**config.mk**
```make
export PLATFORM = sky130hd
export DESIGN_NAME = tri_phase_pwm
export DESIGN_NICKNAME = d
export VERILOG_FILES = /design/src/rtl/pwm3_pkg.sv /design/src/rtl/pwm_timebase.sv /design/src/rtl/pwm_phase.sv /design/src/rtl/pwm_outstage.sv /design/src/rtl/tri_phase_pwm.sv
export SDC_FILE = /design/constraint.sdc
export NUM_CORES = 1
export LEC_CHECK = 0
export ABC_CLOCK_PERIOD_IN_PS = 7300
export BUFFER_PORTS_ARGS = -buffer_cell sky130_fd_sc_hd__buf_2
export CORE_UTILIZATION = 25
export CTS_CLUSTER_DIAMETER = 60
export DETAILED_ROUTE_END_ITERATION = 8
export GPL_TIMING_DRIVEN = 0
export SLEW_MARGIN = 20
export SYNTH_ARGS = -nofsm -noshare
export SYNTH_HDL_FRONTEND = slang
export SYNTH_HIERARCHICAL = 1
export SYNTH_SLANG_ARGS = --single-unit
```
**constraint.sdc**
```tcl
create_clock -name clk -period 7.3 [get_ports clk]
set_clock_uncertainty 0.2 [all_clocks]
set_input_delay 0 -clock clk [delete_from_list [all_inputs] [get_ports clk]]
set_output_delay 0 -clock clk [all_outputs]
set_load 0.01 [all_outputs]
```
**src/rtl/pwm3_pkg.sv**
```systemverilog
// Shared constants and types for the three-phase PWM generator.
// Assumes: phase order A, B, C maps to index 0, 1, 2 everywhere.
package pwm3_pkg;
    localparam int unsigned PHASES   = 3;
    localparam int unsigned MIN_HALF = 2;

    // High/low gate request of one phase before pin mapping.
    typedef struct packed {
        logic hi;
        logic lo;
    } gate_pair_t;
endpackage

```
**src/rtl/pwm_timebase.sv**
```systemverilog
// Up/down timebase for center-aligned PWM.
// Counts 0..P-1 up and then P-1..0 down, so a full period is 2P clocks.
// It raises the capture strobes for the shadow registers, holds the shadowed
// period, dead and minimum-pulse values, and runs the chopping carrier, which
// restarts at every period start.
// Assumes: synchronous active-low reset. Reset leaves the counter in the last
// cycle of a period, so the first clock after reset captures all settings.
module pwm_timebase #(
    parameter int unsigned CW  = 16,
    parameter int unsigned DTW = 10,
    parameter int unsigned CHW = 8
) (
    input  logic           clk,
    input  logic           rst_n,
    input  logic [CW-1:0]  cfg_period,
    input  logic           cfg_double,
    input  logic [DTW-1:0] cfg_dead,
    input  logic [CW-1:0]  cfg_min_pulse,
    input  logic [CHW-1:0] cfg_chop_div,
    output logic [CW-1:0]  cnt,
    output logic [CW-1:0]  prd_sh,
    output logic [DTW-1:0] dead_sh,
    output logic [CW-1:0]  min_sh,
    output logic           load_full,
    output logic           load_half,
    output logic           period_start,
    output logic           carrier
);
    localparam logic [CW-1:0]  ONE  = CW'(1);
    localparam logic [CW-1:0]  MINP = CW'(pwm3_pkg::MIN_HALF);
    localparam logic [CHW-1:0] CONE = CHW'(1);

    logic           down_q;
    logic [CW-1:0]  cnt_q;
    logic [CW-1:0]  prd_q;
    logic [CW-1:0]  p_eff;
    logic           at_bot;
    logic           at_top;
    logic [CHW-1:0] cc_q;
    logic           cl_q;

    // Clamp the programmed half period to the smallest legal value.
    always_comb p_eff = (cfg_period < MINP) ? MINP : cfg_period;

    // Detect the last cycle of the period and the last cycle of the up half.
    always_comb begin
        at_bot = down_q && (cnt_q == '0);
        at_top = !down_q && (cnt_q == (prd_q - ONE));
    end

    assign load_full    = at_bot;
    assign load_half    = at_top && cfg_double;
    assign period_start = !down_q && (cnt_q == '0);
    assign cnt          = cnt_q;
    assign prd_sh       = prd_q;
    assign carrier      = cl_q;

    // Step the counter and turn it around at both ends.
    always_ff @(posedge clk) begin
        if (!rst_n) begin
            down_q <= 1'b1;
            cnt_q  <= '0;
        end else if (at_bot) begin
            down_q <= 1'b0;
        end else if (at_top) begin
            down_q <= 1'b1;
            if (cfg_double) cnt_q <= p_eff - ONE;
        end else if (down_q) begin
            cnt_q <= cnt_q - ONE;
        end else begin
            cnt_q <= cnt_q + ONE;
        end
    end

    // Capture the period at each period start, and at mid-period in double mode.
    always_ff @(posedge clk) begin
        if (!rst_n)                      prd_q <= '0;
        else if (load_full || load_half) prd_q <= p_eff;
    end

    // Capture dead time and minimum pulse once per period.
    always_ff @(posedge clk) begin
        if (!rst_n) begin
            dead_sh <= '0;
            min_sh  <= '0;
        end else if (load_full) begin
            dead_sh <= cfg_dead;
            min_sh  <= cfg_min_pulse;
        end
    end

    // Chopping carrier: toggle every cfg_chop_div+1 clocks, restart on at each period.
    always_ff @(posedge clk) begin
        if (!rst_n) begin
            cc_q <= '0;
            cl_q <= 1'b1;
        end else if (at_bot) begin
            cc_q <= '0;
            cl_q <= 1'b1;
        end else if (cc_q == cfg_chop_div) begin
            cc_q <= '0;
            cl_q <= ~cl_q;
        end else begin
            cc_q <= cc_q + CONE;
        end
    end

    // the count stays below the shadowed half period.
    a_r1_cnt_bounded: assert property (@(posedge clk) disable iff (!rst_n)
        (prd_q != '0) |-> (cnt_q < prd_q));

    // the shadowed period changes only on a capture strobe.
    a_r6_period_held: assert property (@(posedge clk) disable iff (!rst_n)
        (!load_full && !load_half) |=> $stable(prd_q));

    // a period start is never followed directly by another.
    a_r1_start_single: assert property (@(posedge clk) disable iff (!rst_n)
        period_start |=> !period_start);
endmodule

```
**src/rtl/pwm_phase.sv**
```systemverilog
// One phase leg comparator.
// Holds the phase's duty shadow and compares the timebase count against
// thresholds that are moved by twice the dead value. Pulses shorter than
// the minimum length are removed.
// Assumes: cnt and prd come from pwm_timebase. Duty is clamped to prd.
module pwm_phase #(
    parameter int unsigned CW  = 16,
    parameter int unsigned DTW = 10
) (
    input  logic                 clk,
    input  logic                 rst_n,
    input  logic [CW-1:0]        cnt,
    input  logic [CW-1:0]        prd,
    input  logic [DTW-1:0]       dead,
    input  logic [CW-1:0]        min_len,
    input  logic                 load_full,
    input  logic                 load_half,
    input  logic [CW-1:0]        cfg_duty,
    output pwm3_pkg::gate_pair_t raw
);
    localparam int unsigned     WW   = CW + 3;
    localparam logic signed [WW-1:0] ZERO = '0;

    logic [CW-1:0]        duty_sh;
    logic [CW-1:0]        duty_c;
    logic signed [WW-1:0] prd_s, duty_s, shift_s, min_s, cnt_s, len_h, len_l;

    // Capture the duty value on either strobe.
    always_ff @(posedge clk) begin
        if (!rst_n)                      duty_sh <= '0;
        else if (load_full || load_half) duty_sh <= cfg_duty;
    end

    // Clamp the duty value and widen every operand to signed arithmetic.
    always_comb begin
        duty_c  = (duty_sh > prd) ? prd : duty_sh;
        prd_s   = $signed({{(WW-CW){1'b0}}, prd});
        duty_s  = $signed({{(WW-CW){1'b0}}, duty_c});
        min_s   = $signed({{(WW-CW){1'b0}}, min_len});
        cnt_s   = $signed({{(WW-CW){1'b0}}, cnt});
        shift_s = $signed({{(WW-DTW-1){1'b0}}, dead, 1'b0});
    end

    // Per-half pulse lengths after the guard interval is removed.
    always_comb begin
        len_h = duty_s - shift_s;
        len_l = prd_s - duty_s - shift_s;
    end

    // Compare the count against each window, dropping pulses that are too short.
    always_comb begin
        raw.hi = (len_h > ZERO) && (len_h >= min_s) && (cnt_s >= (prd_s - len_h));
        raw.lo = (len_l > ZERO) && (len_l >= min_s) && (cnt_s < len_l);
    end

    // the two sides of a leg are never requested together.
    a_r3_leg_exclusive: assert property (@(posedge clk) disable iff (!rst_n)
        !(raw.hi && raw.lo));

    // the duty shadow is held between capture strobes.
    a_r6_duty_held: assert property (@(posedge clk) disable iff (!rst_n)
        (!load_full && !load_half) |=> $stable(duty_sh));
endmodule

```
**src/rtl/pwm_outstage.sv**
```systemverilog
// Output stage: crossover swap, per-pin enable, chopping, output register,
// trip latch and trip gating.
// Assumes: trip_in may change at any time. It gates the pins combinationally,
// so shutdown needs no clock, and it is also sampled into the latch.
module pwm_outstage #(
    parameter int unsigned NP = 3
) (
    input  logic                          clk,
    input  logic                          rst_n,
    input  pwm3_pkg::gate_pair_t [NP-1:0] raw,
    input  logic [NP-1:0]                 cfg_xover,
    input  logic [2*NP-1:0]               cfg_out_en,
    input  logic                          cfg_chop_hi,
    input  logic                          cfg_chop_lo,
    input  logic                          carrier,
    input  logic                          period_start,
    input  logic                          trip_in,
    input  logic                          trip_clear,
    output logic [NP-1:0]                 gate_hi,
    output logic [NP-1:0]                 gate_lo,
    output logic                          sync_pulse,
    output logic                          tripped
);
    logic [NP-1:0] nxt_hi, nxt_lo, q_hi, q_lo;
    logic          sync_q, trip_q, kill;

    // Map phase requests to pins, then apply enables and chopping.
    always_comb begin
        for (int p = 0; p < NP; p++) begin
            nxt_hi[p] = (cfg_xover[p] ? raw[p].lo : raw[p].hi) && cfg_out_en[p]
                        && (carrier || !cfg_chop_hi);
            nxt_lo[p] = (cfg_xover[p] ? raw[p].hi : raw[p].lo) && cfg_out_en[NP+p]
                        && (carrier || !cfg_chop_lo);
        end
    end

    // Register the pin levels and the sync marker.
    always_ff @(posedge clk) begin
        if (!rst_n) begin
            q_hi   <= '0;
            q_lo   <= '0;
            sync_q <= 1'b0;
        end else begin
            q_hi   <= nxt_hi;
            q_lo   <= nxt_lo;
            sync_q <= period_start;
        end
    end

    // Latch a trip. A clear is honoured only while trip_in is low.
    always_ff @(posedge clk) begin
        if (!rst_n)          trip_q <= 1'b0;
        else if (trip_in)    trip_q <= 1'b1;
        else if (trip_clear) trip_q <= 1'b0;
    end

    always_comb kill = trip_in || trip_q;

    assign gate_hi    = q_hi & {NP{!kill}};
    assign gate_lo    = q_lo & {NP{!kill}};
    assign sync_pulse = sync_q;
    assign tripped    = trip_q;

    // the two pins of a leg are never on together, with or without crossover.
    a_r3_pins_exclusive: assert property (@(posedge clk) disable iff (!rst_n)
        ((gate_hi & gate_lo) == '0));

    // a sampled trip request always leaves the latch set.
    a_r11_trip_latches: assert property (@(posedge clk) disable iff (!rst_n)
        ($past(rst_n) && $past(trip_in)) |-> tripped);

    // the latch falls only after a clear given while trip_in was low.
    a_r11_clear_rule: assert property (@(posedge clk) disable iff (!rst_n)
        $fell(tripped) |-> ($past(trip_clear) && !$past(trip_in)));

    // while latched, no gate is driven.
    a_r11_latched_off: assert property (@(posedge clk) disable iff (!rst_n)
        tripped |-> ((gate_hi | gate_lo) == '0));

    // the sync marker lasts a single clock.
    a_r1_sync_width: assert property (@(posedge clk) disable iff (!rst_n)
        sync_pulse |=> !sync_pulse);
endmodule

```
**src/rtl/tri_phase_pwm.sv**
```systemverilog
// Top of the center-aligned three-phase PWM generator.
// Connects the timebase, one comparator per phase (generated), and the
// output stage.
// Assumes: configuration inputs are held stable by the surrounding register
// block. Period and duty take effect at capture strobes.
module tri_phase_pwm #(
    parameter int unsigned CW  = 16,
    parameter int unsigned DTW = 10,
    parameter int unsigned CHW = 8
) (
    input  logic           clk,
    input  logic           rst_n,
    input  logic [CW-1:0]  cfg_period,
    input  logic [CW-1:0]  cfg_duty_a,
    input  logic [CW-1:0]  cfg_duty_b,
    input  logic [CW-1:0]  cfg_duty_c,
    input  logic [DTW-1:0] cfg_dead,
    input  logic [CW-1:0]  cfg_min_pulse,
    input  logic           cfg_double,
    input  logic [2:0]     cfg_xover,
    input  logic [5:0]     cfg_out_en,
    input  logic           cfg_chop_hi,
    input  logic           cfg_chop_lo,
    input  logic [CHW-1:0] cfg_chop_div,
    input  logic           trip_in,
    input  logic           trip_clear,
    output logic [2:0]     gate_hi,
    output logic [2:0]     gate_lo,
    output logic           sync_pulse,
    output logic           tripped
);
    localparam int unsigned NP = pwm3_pkg::PHASES;

    logic [CW-1:0]  cnt, prd_sh, min_sh;
    logic [DTW-1:0] dead_sh;
    logic           load_full, load_half, period_start, carrier;
    logic [CW-1:0]  duty_in [NP];
    pwm3_pkg::gate_pair_t [NP-1:0] raw;

    // Gather the per-phase duty inputs into an array for the generate loop.
    always_comb begin
        duty_in[0] = cfg_duty_a;
        duty_in[1] = cfg_duty_b;
        duty_in[2] = cfg_duty_c;
    end

    pwm_timebase #(.CW(CW), .DTW(DTW), .CHW(CHW)) u_tb (
        .clk          (clk),
        .rst_n        (rst_n),
        .cfg_period   (cfg_period),
        .cfg_double   (cfg_double),
        .cfg_dead     (cfg_dead),
        .cfg_min_pulse(cfg_min_pulse),
        .cfg_chop_div (cfg_chop_div),
        .cnt          (cnt),
        .prd_sh       (prd_sh),
        .dead_sh      (dead_sh),
        .min_sh       (min_sh),
        .load_full    (load_full),
        .load_half    (load_half),
        .period_start (period_start),
        .carrier      (carrier)
    );

    for (genvar p = 0; p < NP; p++) begin : g_phase
        pwm_phase #(.CW(CW), .DTW(DTW)) u_ph (
            .clk      (clk),
            .rst_n    (rst_n),
            .cnt      (cnt),
            .prd      (prd_sh),
            .dead     (dead_sh),
            .min_len  (min_sh),
            .load_full(load_full),
            .load_half(load_half),
            .cfg_duty (duty_in[p]),
            .raw      (raw[p])
        );
    end

    pwm_outstage #(.NP(NP)) u_out (
        .clk         (clk),
        .rst_n       (rst_n),
        .raw         (raw),
        .cfg_xover   (cfg_xover),
        .cfg_out_en  (cfg_out_en),
        .cfg_chop_hi (cfg_chop_hi),
        .cfg_chop_lo (cfg_chop_lo),
        .carrier     (carrier),
        .period_start(period_start),
        .trip_in     (trip_in),
        .trip_clear  (trip_clear),
        .gate_hi     (gate_hi),
        .gate_lo     (gate_lo),
        .sync_pulse  (sync_pulse),
        .tripped     (tripped)
    );
endmodule

```
==> run metrics <==
grt total ovfl=0; Max-slew headroom=0.324; Vias/cell=5.11; CP Launch Point=u_tb/prd_sh[9]$_SDFFE_PN0P_; dpl ws=-2.06 ns; Final Hold Viols=0; area of the core=0.0824 sq mm; clock root buffer=clkbuf_16; fin util=0.344; register area share after synthesis=0.119; largest net degree at the start of global routing=28; worst-skew pair later-pin latency=~0.50 ns; Die W=a little under 300 um; Placer Congestion=0.929; synthesized instance count=2,769; number of fill cells=roughly 8,500; fin nets=3,769; share of layout cells above drive strength 1=0.219; Multi-input gate area=0.0188 sq mm; DRT iter0 DRCs=approximately 1,600; Fin Setup TNS=-1.97 ns; critical path class=flop to flop; hold path start=cfg_out_en[1]; CTS tree=built; RSZ-0062 raised after global routing=yes; Async SR Flop Fraction=0; Synth Register Bits=124; WL final=83,400 um; Critical Path Start Type=flop; initial antenna violation count=3; Least-Margin Pin Slew=1.01 ns; GRT Util Overall=0.192; violated checks=setup timing; slowest cell on the critical path=or4_4; Post-synth EDFFs=0; status=finished with violations; post-route cell area=0.0284 sq mm; DRT Pass-1 Iters=6; CP Capture Type=flop; die area=0.0847 sq mm; Die Ht=291 um; # diodes=0; final slew viol count=0; sequential cell area=0.00254 sq mm; Max Cap Viol=0; final setup margin=-0.498 ns; Final min period=7.80 ns; ys flop type=dfxtp_1; R2R Path Start=u_tb/prd_sh[9]$_SDFFE_PN0P_; Core Rows=105; Worst EP arrival=8.02 ns; CP Data Required Time=approximately 7.5 ns; Syn Nets=3,297; CTS Buffer Depth=2; Fmax achieved=about 130 MHz; detailed placement HPWL=58,200 um; crit share post-route=1.07; via count=22,100; placed inst area=0.0231 sq mm; TritonCTS buffer count=17; worst min-delay path class=primary input to flop; setup violators final=6; vias in the first global route=approximately 21,000; YS warnings=6; Syn Std Cell Area=0.0209 sq mm; I/O Pins=122; Area growth syn-to-layout=35.9%; Avg WL per Cell=19.3 um; Clock Sinks=between 100 and 150; worst-path maximum fanout=4; Synth cell types=about 110; DRC viols=0; Antenna Nets Post-Route=0; first-pass GRT wire length=124,000 um; H-tree depth=4; IO Port Bufs=121; syn avg cell area=7.54 sq um; CP peak stage delay=between 0.5 and 0.6 ns; CTS clk-pin slew, worst paths=0.06 ns; initial core utilization=0.253
critical path, delay by kind of cell, from the launching register on:
family,cells,cell delay [ns]
compound gates,14,2.63
mux,1,0.13
flops,1,0.39
xor+xnor,2,0.34
buf+inv,7,0.77
fa+ha+maj,4,1.07
simple gates,13,2.16
layout make-up:
class,instances,area share
Buffer,46,0.0133
Clock buffer,17,0.0150
Clock inverter,15,0.00520
Inverter,298,0.0407
Multi-Input combinational cell,2298,0.662
Sequential cell,124,0.0895
Tap cell,1070,0.0472
Timing Repair Buffer,456,0.127
stage by stage:
step / cells / hold WS (ns)
detailed placement: 3961 / 0.0358
global route: 4324 / 0.0912
finish: 4324 / 0.0986
floorplan: 2769 / -0.0817
global placement: 3960 / 0.0270
CTS: 4280 / 0.0596
synth_stat cells (8+ instances only):
cell type	count	area share
a211o_1	10	0.0042
a211oi_1	22	0.0079
a21boi_0	84	0.030
a21o_1	100	0.036
a21oi_1	173	0.041
a31o_2	8	0.0034
a31oi_1	18	0.0054
and2_1	19	0.0057
and3_1	12	0.0036
clkbuf_1	32	0.0058
dfxtp_1	124	0.12
fa_1	10	0.0096
ha_1	404	0.24
inv_1	297	0.053
mux2i_1	26	0.012
nand2_1	305	0.055
nand2b_1	47	0.014
nand3_1	72	0.017
nand3b_1	10	0.0036
nand4_1	43	0.013
nor2_1	169	0.030
nor2b_1	64	0.019
nor3_1	54	0.013
nor4_1	37	0.011
o211ai_1	25	0.0090
o21a_1	47	0.017
o21ai_0	117	0.028
o21ai_1	20	0.0048
o21bai_1	13	0.0047
o22ai_1	9	0.0027
o31ai_1	12	0.0043
or3_1	14	0.0042
or4_1	9	0.0032
xnor2_1	117	0.049
xor2_1	85	0.036
metal layers:
layer	routed length (um)	track usage
met5	17	0
met4	4140	0.0978
met3	5570	0.0377
met2	38200	0.317
met1	35400	0.237
path summary, 6_finish.rpt:
| path | depth (start not counted) | slack (ns) | to |
|---|---|---|---|
| max | 41 | -0.50 | u_out/q_lo[2]$_SDFF_PN0_ |
| min | 4 | 0.1 | u_out/q_hi[1]$_SDFF_PN0_ |
| max reg2reg | 41 | -0.50 | u_out/q_lo[2]$_SDFF_PN0_ |
| min reg2reg | 2 | 0.29 | g_phase[2].u_ph/duty_sh[5]$_SDFFE_PN0P_ |
registers in the layout, indices dropped and copies added (netlist names):
name,cells
u_out/tripped,1
g_phase.u_ph/duty_sh,48
u_tb/cnt,16
u_out/sync_pulse,1
u_tb/cc_q,8
u_tb/carrier,1
u_tb/prd_sh,16
u_out/q_hi,3
u_tb/down_q,1
u_out/q_lo,3
u_tb/min_sh,16
u_tb/dead_sh,10
placed cells by master (no fill, tap or decap), drive strengths merged, types with 84 or more instances in the layout:
cell	instances
o21ai	140
inv	300
a21boi	84
nor2	170
buf	344
ha	404
dfxtp	124
a21oi	177
xnor2	122
dlygate4sd3	127
nand2	306
xor2	86
a21o	101
cell families (layout without fill, tap and decap cells):
group	count (synthesis)	in the layout	synth area share
adders and majority gates	414	414	0.252
AOI/OAI and AO/OA	734	734	0.238
xor gates and xnor gates	208	208	0.0900
and+or+nand+nor	913	913	0.222
DFF	124	124	0.119
buffers and inverters	347	832	0.0648
muxes	29	29	0.0144
timing repair:
item                       4_1_cts  5_1_grt
hold endpoints to repair       114        0
setup buffers                  163       46
hold buffers                   127        0
gates resized for setup        252      114
pin swaps                      129       89
setup endpoints to repair        6        6
Power is not shown: default switching activity piles up to over one toggle a cycle in this logic, so the estimate is an artifact.
